**config.mk**
```make
export PLATFORM = sky130hd
export DESIGN_NAME = gated_updown_counter
export DESIGN_NICKNAME = d
export VERILOG_FILES = /design/src/rtl/gudc_pkg.sv /design/src/rtl/gudc_sync_bank.sv /design/src/rtl/gudc_count_core.sv /design/src/rtl/gated_updown_counter.sv
export SDC_FILE = /design/constraint.sdc
export NUM_CORES = 1
export LEC_CHECK = 0
export ABC_AREA = 1
export ABC_CLOCK_PERIOD_IN_PS = 2400
export BUFFER_PORTS_ARGS = -buffer_cell sky130_fd_sc_hd__buf_2
export CELL_PAD_IN_SITES_DETAIL_PLACEMENT = 1
export CELL_PAD_IN_SITES_GLOBAL_PLACEMENT = 1
export CORE_MARGIN = 2
export CORE_UTILIZATION = 25
export DETAILED_ROUTE_END_ITERATION = 7
export GPL_TIMING_DRIVEN = 0
export PLACE_DENSITY = 0.51
export SYNTH_ARGS = -nofsm -noshare
export SYNTH_HDL_FRONTEND = slang
export SYNTH_SLANG_ARGS = --single-unit
```
**constraint.sdc**
```tcl
create_clock -name clk_i -period 2.4 [get_ports clk_i]
set_input_delay 0.24 -clock clk_i [delete_from_list [all_inputs] [get_ports clk_i]]
set_output_delay 0.24 -clock clk_i [all_outputs]
set_load 0.005 [all_outputs]
```
**src/rtl/gudc_pkg.sv**
```systemverilog
package gudc_pkg;
  localparam int unsigned NUM_CH = 3;
  typedef enum int unsigned {
    CH_UP   = 0,
    CH_DN   = 1,
    CH_GATE = 2
  } ch_e;
endpackage

```
**src/rtl/gudc_sync_bank.sv**
```systemverilog
module gudc_sync_bank #(
  parameter int unsigned N = 3
) (
  input  logic         clk_i,
  input  logic         rst_ni,
  input  logic [N-1:0] async_i,
  output logic [N-1:0] level_o,
  output logic [N-1:0] rise_o
);
  for (genvar g = 0; g < N; g++) begin : g_ch
    logic meta_q, sync_q, prev_q;

    always_ff @(posedge clk_i or negedge rst_ni) begin
      if (!rst_ni) begin
        meta_q <= 1'b0;
        sync_q <= 1'b0;
        prev_q <= 1'b0;
      end else begin
        meta_q <= async_i[g];
        sync_q <= meta_q;
        prev_q <= sync_q;
      end
    end

    assign level_o[g] = sync_q;
    assign rise_o[g]  = sync_q & ~prev_q;

    // a detected edge cannot repeat on the next cycle
    p_single_rise_r8: assert property (@(posedge clk_i) disable iff (!rst_ni)
      rise_o[g] |=> !rise_o[g]);
  end
endmodule

```
**src/rtl/gudc_count_core.sv**
```systemverilog
module gudc_count_core #(
  parameter int unsigned WIDTH = 16
) (
  input  logic             clk_i,
  input  logic             rst_ni,
  input  logic             inc_i,
  input  logic             dec_i,
  input  logic             hold_i,
  output logic [WIDTH-1:0] count_o
);
  localparam logic [WIDTH-1:0] ONE = WIDTH'(1);

  logic [WIDTH-1:0] count_q, count_d;

  always_comb begin
    count_d = count_q;
    if (!hold_i) begin
      unique case ({inc_i, dec_i})
        2'b10:   count_d = count_q + ONE;
        2'b01:   count_d = count_q - ONE;
        default: count_d = count_q;
      endcase
    end
  end

  always_ff @(posedge clk_i or negedge rst_ni) begin
    if (!rst_ni) count_q <= '0;
    else         count_q <= count_d;
  end

  assign count_o = count_q;

  p_inc_r1: assert property (@(posedge clk_i) disable iff (!rst_ni)
    (inc_i && !dec_i && !hold_i) |=> count_q == $past(count_q) + ONE);
  p_dec_r2: assert property (@(posedge clk_i) disable iff (!rst_ni)
    (dec_i && !inc_i && !hold_i) |=> count_q == $past(count_q) - ONE);
  p_gate_hold_r3: assert property (@(posedge clk_i) disable iff (!rst_ni)
    hold_i |=> $stable(count_q));
  p_idle_hold_r5: assert property (@(posedge clk_i) disable iff (!rst_ni)
    (!inc_i && !dec_i) |=> $stable(count_q));
  p_cancel_r6: assert property (@(posedge clk_i) disable iff (!rst_ni)
    (inc_i && dec_i) |=> $stable(count_q));
endmodule

```
**src/rtl/gated_updown_counter.sv**
```systemverilog
module gated_updown_counter
  import gudc_pkg::*;
#(
  parameter int unsigned WIDTH = 16
) (
  input  logic             clk_i,
  input  logic             rst_ni,
  input  logic             up_i,
  input  logic             dn_i,
  input  logic             gate_i,
  output logic [WIDTH-1:0] count_o,
  output logic             mult4_o
);
  logic [NUM_CH-1:0] raw, level, rise;

  assign raw[CH_UP]   = up_i;
  assign raw[CH_DN]   = dn_i;
  assign raw[CH_GATE] = gate_i;

  gudc_sync_bank #(.N(NUM_CH)) i_sync (
    .clk_i   (clk_i),
    .rst_ni  (rst_ni),
    .async_i (raw),
    .level_o (level),
    .rise_o  (rise)
  );

  gudc_count_core #(.WIDTH(WIDTH)) i_core (
    .clk_i   (clk_i),
    .rst_ni  (rst_ni),
    .inc_i   (rise[CH_UP]),
    .dec_i   (rise[CH_DN]),
    .hold_i  (level[CH_GATE]),
    .count_o (count_o)
  );

  assign mult4_o = (count_o[1:0] == 2'b00);

  // flag only moves when the count moves
  p_flag_tracks_r4: assert property (@(posedge clk_i) disable iff (!rst_ni)
    $stable(count_o) |-> $stable(mult4_o));
endmodule

```
==> impl_metrics.tcl <==
set metrics [dict create \
    finalNonFillerCells 438 \
    worst_skew_pair.late_latency_ps 280 \
    tritoncts "done" \
    initial_core_util_pct 26.0 \
    postPlaceCellArea_um2 2130 \
    cp_launch_point "i_sync.g_ch[1].sync_q" \
    finish.utilization_pct 31.3 \
    core-area_um2 7330 \
    ctsHtreeMaxLevel 1 \
    path_clk_slew_ps 110 \
    finalCritPeriodShare_pct 90.9 \
    die_w_um 91.3 \
    critical_path_depth 17 \
    synth.net_count 317 \
    cts.sinks 24 \
    pin_count_of_the_biggest_net_entering_global_routing 25 \
    slowest_stage_cell_on_the_critical_path "sky130_fd_sc_hd__dfrtp_1" \
    detail_route.iter0.violations 57 \
    max_cap_violations 0 \
    critPathCapture "i_core.count_o[10]" \
    synthCells 309 \
    cts_root_buffer "sky130_fd_sc_hd__clkbuf_8" \
    finalWeightedCongestion 0.830 \
    path_buf_inv 4 \
    vias 1992 \
    worstReg2RegStart "i_sync.g_ch[1].sync_q" \
    critical_path_peak_fanout 6 \
    power.ir.vdd_worst_v 0.000321 \
    reg2reg_slack_ps 220 \
    clock.fmax_mhz 459 \
    min-delay-path-class "input port to register" \
    status "finished, final reports clean" \
    final_max_slew_viol_count 0 \
    antenna_violations_before_repair 0 \
    via_per_inst 4.55 \
    worst-r2r-cell-count 17 \
    groute.usage.overall_pct 15.5 \
    finish.instance_area_um2 2300 \
    total_nets_final 348 \
    start_kind "register" \
    ff_latch_area_um2 601 \
    p_leak_nw 1.24 \
    total_power_w 0.00219 \
    drt_wl_total_um 6220 \
    die_h_um 91.3 \
    dpl.hpwl_um 4760 \
    first_global_vias 1957 \
    nFillCells 939 \
    cp_slowest_stage_delay_ps 360 \
    final_period_minus_worst_setup_slack_ps 2180 \
    timing_worst_slew_pin_value_ps 605 \
    synth_sequential_area_ratio_pct 31.6 \
    grt_overflow_total 0 \
    post-place-cells 429 \
    syn-mean-instance-area_um2 6.16 \
    grt_first_pass_wirelength_um 10100 \
    finalSetupViolations 0 \
    cts_inserted_buffers 3 \
    worst_slew_margin_rel_pct 59.7 \
    proportion_of_layout_cells_with_a_drive_suffix_above_1_pct 18.0 \
    post_synth_instance_area_um2 1900 \
    worst_r2r_endpoint "i_core.count_o[10]" \
    critical_path_required_ps 2630 \
    setup.worst_path.end_class "register" \
    wire_per_inst_um 14.2 \
    area_used_by_multi_input_combinational_logic_um2 1100 \
    final_critical_path_setup_slack_ps 220 \
    timing_worst_setup_path_type "register to register" \
    flip_flop_and_latch_count_after_synthesis 24 \
    die_area_um2 8330 \
    critical_path.cell_chain "inv_1 > nor2_2 > ha_2 > buf_8 > buf_8 > nand2_2 > nand2_2 > inv_1 > ha_2 > a21oi_2 > nand3b_1 > nand2_2 > nand2_2 > nand2_1 > nand2_1 > nand3_2 > nand2_1" \
    clock-skew-final_ps 5.51 \
    route.detailed.drc 0 \
    hold_viol 0 \
    antenna_cells_inserted 0 \
    areaGrowthSynthToFinish_pct 20.7 \
    drtPass1Iterations 4 \
    yosysUniqueCellTypes 29 \
    antenna_left 0 \
    synth-warning-count 0 \
    power_density_nw_per_um2 954 \
    io_pins 22 \
    critPathArrivalTime_ps 2410 \
    io_buffers 21 \
    max-clock-path-buffers 2 \
    pre_cts_ws_ps -114 \
    crit_family "simple AND/OR/NAND/NOR gates" \
    core.rowCount 31 \
    critical_path.most_common_cell "sky130_fd_sc_hd__nand2_2" \
]
==> placed cells by master, fill, tap and decap left out, types with 2 or more instances in the layout <==
master,count
sky130_fd_sc_hd__clkbuf_1,2
sky130_fd_sc_hd__nor2_1,25
sky130_fd_sc_hd__nand3_2,2
sky130_fd_sc_hd__xor2_1,2
sky130_fd_sc_hd__buf_8,2
sky130_fd_sc_hd__nand3_1,31
sky130_fd_sc_hd__nand4_1,2
sky130_fd_sc_hd__ha_2,2
sky130_fd_sc_hd__o22ai_1,4
sky130_fd_sc_hd__nor2_4,4
sky130_fd_sc_hd__o21ai_0,10
sky130_fd_sc_hd__inv_1,45
sky130_fd_sc_hd__a21oi_1,11
sky130_fd_sc_hd__clkinv_1,3
sky130_fd_sc_hd__nand2_2,9
sky130_fd_sc_hd__nand2_1,111
sky130_fd_sc_hd__nor2_2,3
sky130_fd_sc_hd__clkbuf_8,3
sky130_fd_sc_hd__xnor2_1,2
sky130_fd_sc_hd__a21oi_2,2
sky130_fd_sc_hd__buf_4,6
sky130_fd_sc_hd__buf_2,21
sky130_fd_sc_hd__dfrtp_1,24
==> cell usage after synthesis, drive strengths merged <==
| master | instances | share of area [%] |
|---|---|---|
| nand4 | 2 | 0.66 |
| nand2 | 121 | 25 |
| xor2 | 2 | 0.92 |
| nand3b | 1 | 0.39 |
| ha | 3 | 2.0 |
| a31oi | 1 | 0.33 |
| o21ai | 10 | 2.6 |
| clkbuf | 3 | 0.66 |
| nor2 | 32 | 7.9 |
| a21oi | 13 | 3.4 |
| buf | 5 | 2.4 |
| inv | 46 | 9.2 |
| clkinv | 3 | 0.59 |
| xnor2 | 2 | 0.92 |
| nand3 | 33 | 8.7 |
| or2 | 1 | 0.33 |
| dfrtp | 24 | 32 |
| o21bai | 2 | 0.99 |
| o22ai | 4 | 1.3 |
| and2 | 1 | 0.33 |
==> area by class of cell <==
cell class	instances	share of cell area, %
clock inverter	1	1.31
clock buffer	3	1.80
timing repair buffer	27	6.64
inverter	49	8.33
sequential	24	26.1
multi-input combinational	228	47.9
tap	99	5.39
buffer	7	2.51
==> per-stage QoR <==
step | TNS, ps | hold WS (ps)
6_report | 0 | 49.2
5_1_grt | -2.93 | 35.4
4_1_cts | 0 | 45.9
3_5_place_dp | -314 | 301
3_3_place_gp | -237 | 294
2_1_floorplan | 0 | -55.6
==> how the worst min path moves through the flow <==
stage,start,to,slack [ps],cells after the start
6_report,gate_i,i_sync.g_ch[2].meta_q,50,1
3_5_place_dp,rst_ni,i_sync.g_ch[1].meta_q,300,1
4_1_cts,dn_i,i_sync.g_ch[1].meta_q,50,1
3_3_place_gp,rst_ni,i_sync.g_ch[1].meta_q,290,1
5_1_grt,gate_i,i_sync.g_ch[2].meta_q,40,1
2_1_floorplan,rst_ni,i_core.count_o[0],-60,0
==> worst reg2reg max path, stage by stage, from the launching register on <==
cell	delay (ps)
sky130_fd_sc_hd__dfrtp_1	360
sky130_fd_sc_hd__inv_1	50
sky130_fd_sc_hd__nor2_2	120
sky130_fd_sc_hd__ha_2	210
sky130_fd_sc_hd__buf_8	130
sky130_fd_sc_hd__buf_8	120
sky130_fd_sc_hd__nand2_2	60
sky130_fd_sc_hd__nand2_2	60
sky130_fd_sc_hd__inv_1	40
sky130_fd_sc_hd__ha_2	160
sky130_fd_sc_hd__a21oi_2	150
sky130_fd_sc_hd__nand3b_1	190
sky130_fd_sc_hd__nand2_2	100
sky130_fd_sc_hd__nand2_2	80
sky130_fd_sc_hd__nand2_1	50
sky130_fd_sc_hd__nand2_1	60
sky130_fd_sc_hd__nand3_2	70
sky130_fd_sc_hd__nand2_1	100
==> state kept, by name (all words and copies together), names as in the netlist <==
register            count
i_sync.g_ch.meta_q      3
i_sync.g_ch.prev_q      2
i_core.count_o         16
i_sync.g_ch.sync_q      3
==> per-layer routing <==
layer / share of wire, % / GRT usage (%) / vias to the layer above
li1: - / - / 1012
met1: 49 / 21.1 / 954
met2: 48 / 26.5 / 22
met3: 1.9 / 1.58 / 4
met4: 0.88 / 3.54 / 0
met5: 0 / 0 / -
==> logic make-up after synthesis <==
group                      synth area share [%]
buffers and inverters                      12.9
DFF                                        31.6
xor gates and xnor gates                   1.84
AOI/OAI and AO/OA                          8.68
adders and majority gates                  1.97
and+or+nand+nor                            43.1
==> where the power goes <==
group	total (W)	switching, W	leakage [nW]	internal, W
logic	0.00110	0.000677	0.912	0.000427
clock network	0.000391	0.000167	0.0357	0.000224
registers	0.000695	0.000163	0.293	0.000532
==> timing repair <==
item / 4_1_cts / 5_1_grt
endpoints found under the setup margin: 4 / 8
resized for setup: 2 / 16
hold endpoints to repair: 24 / 0
pin swaps: 0 / 8
hold buffers: 1 / 0
setup buffers: 1 / 4
Power figures use the tool's default switching activity.
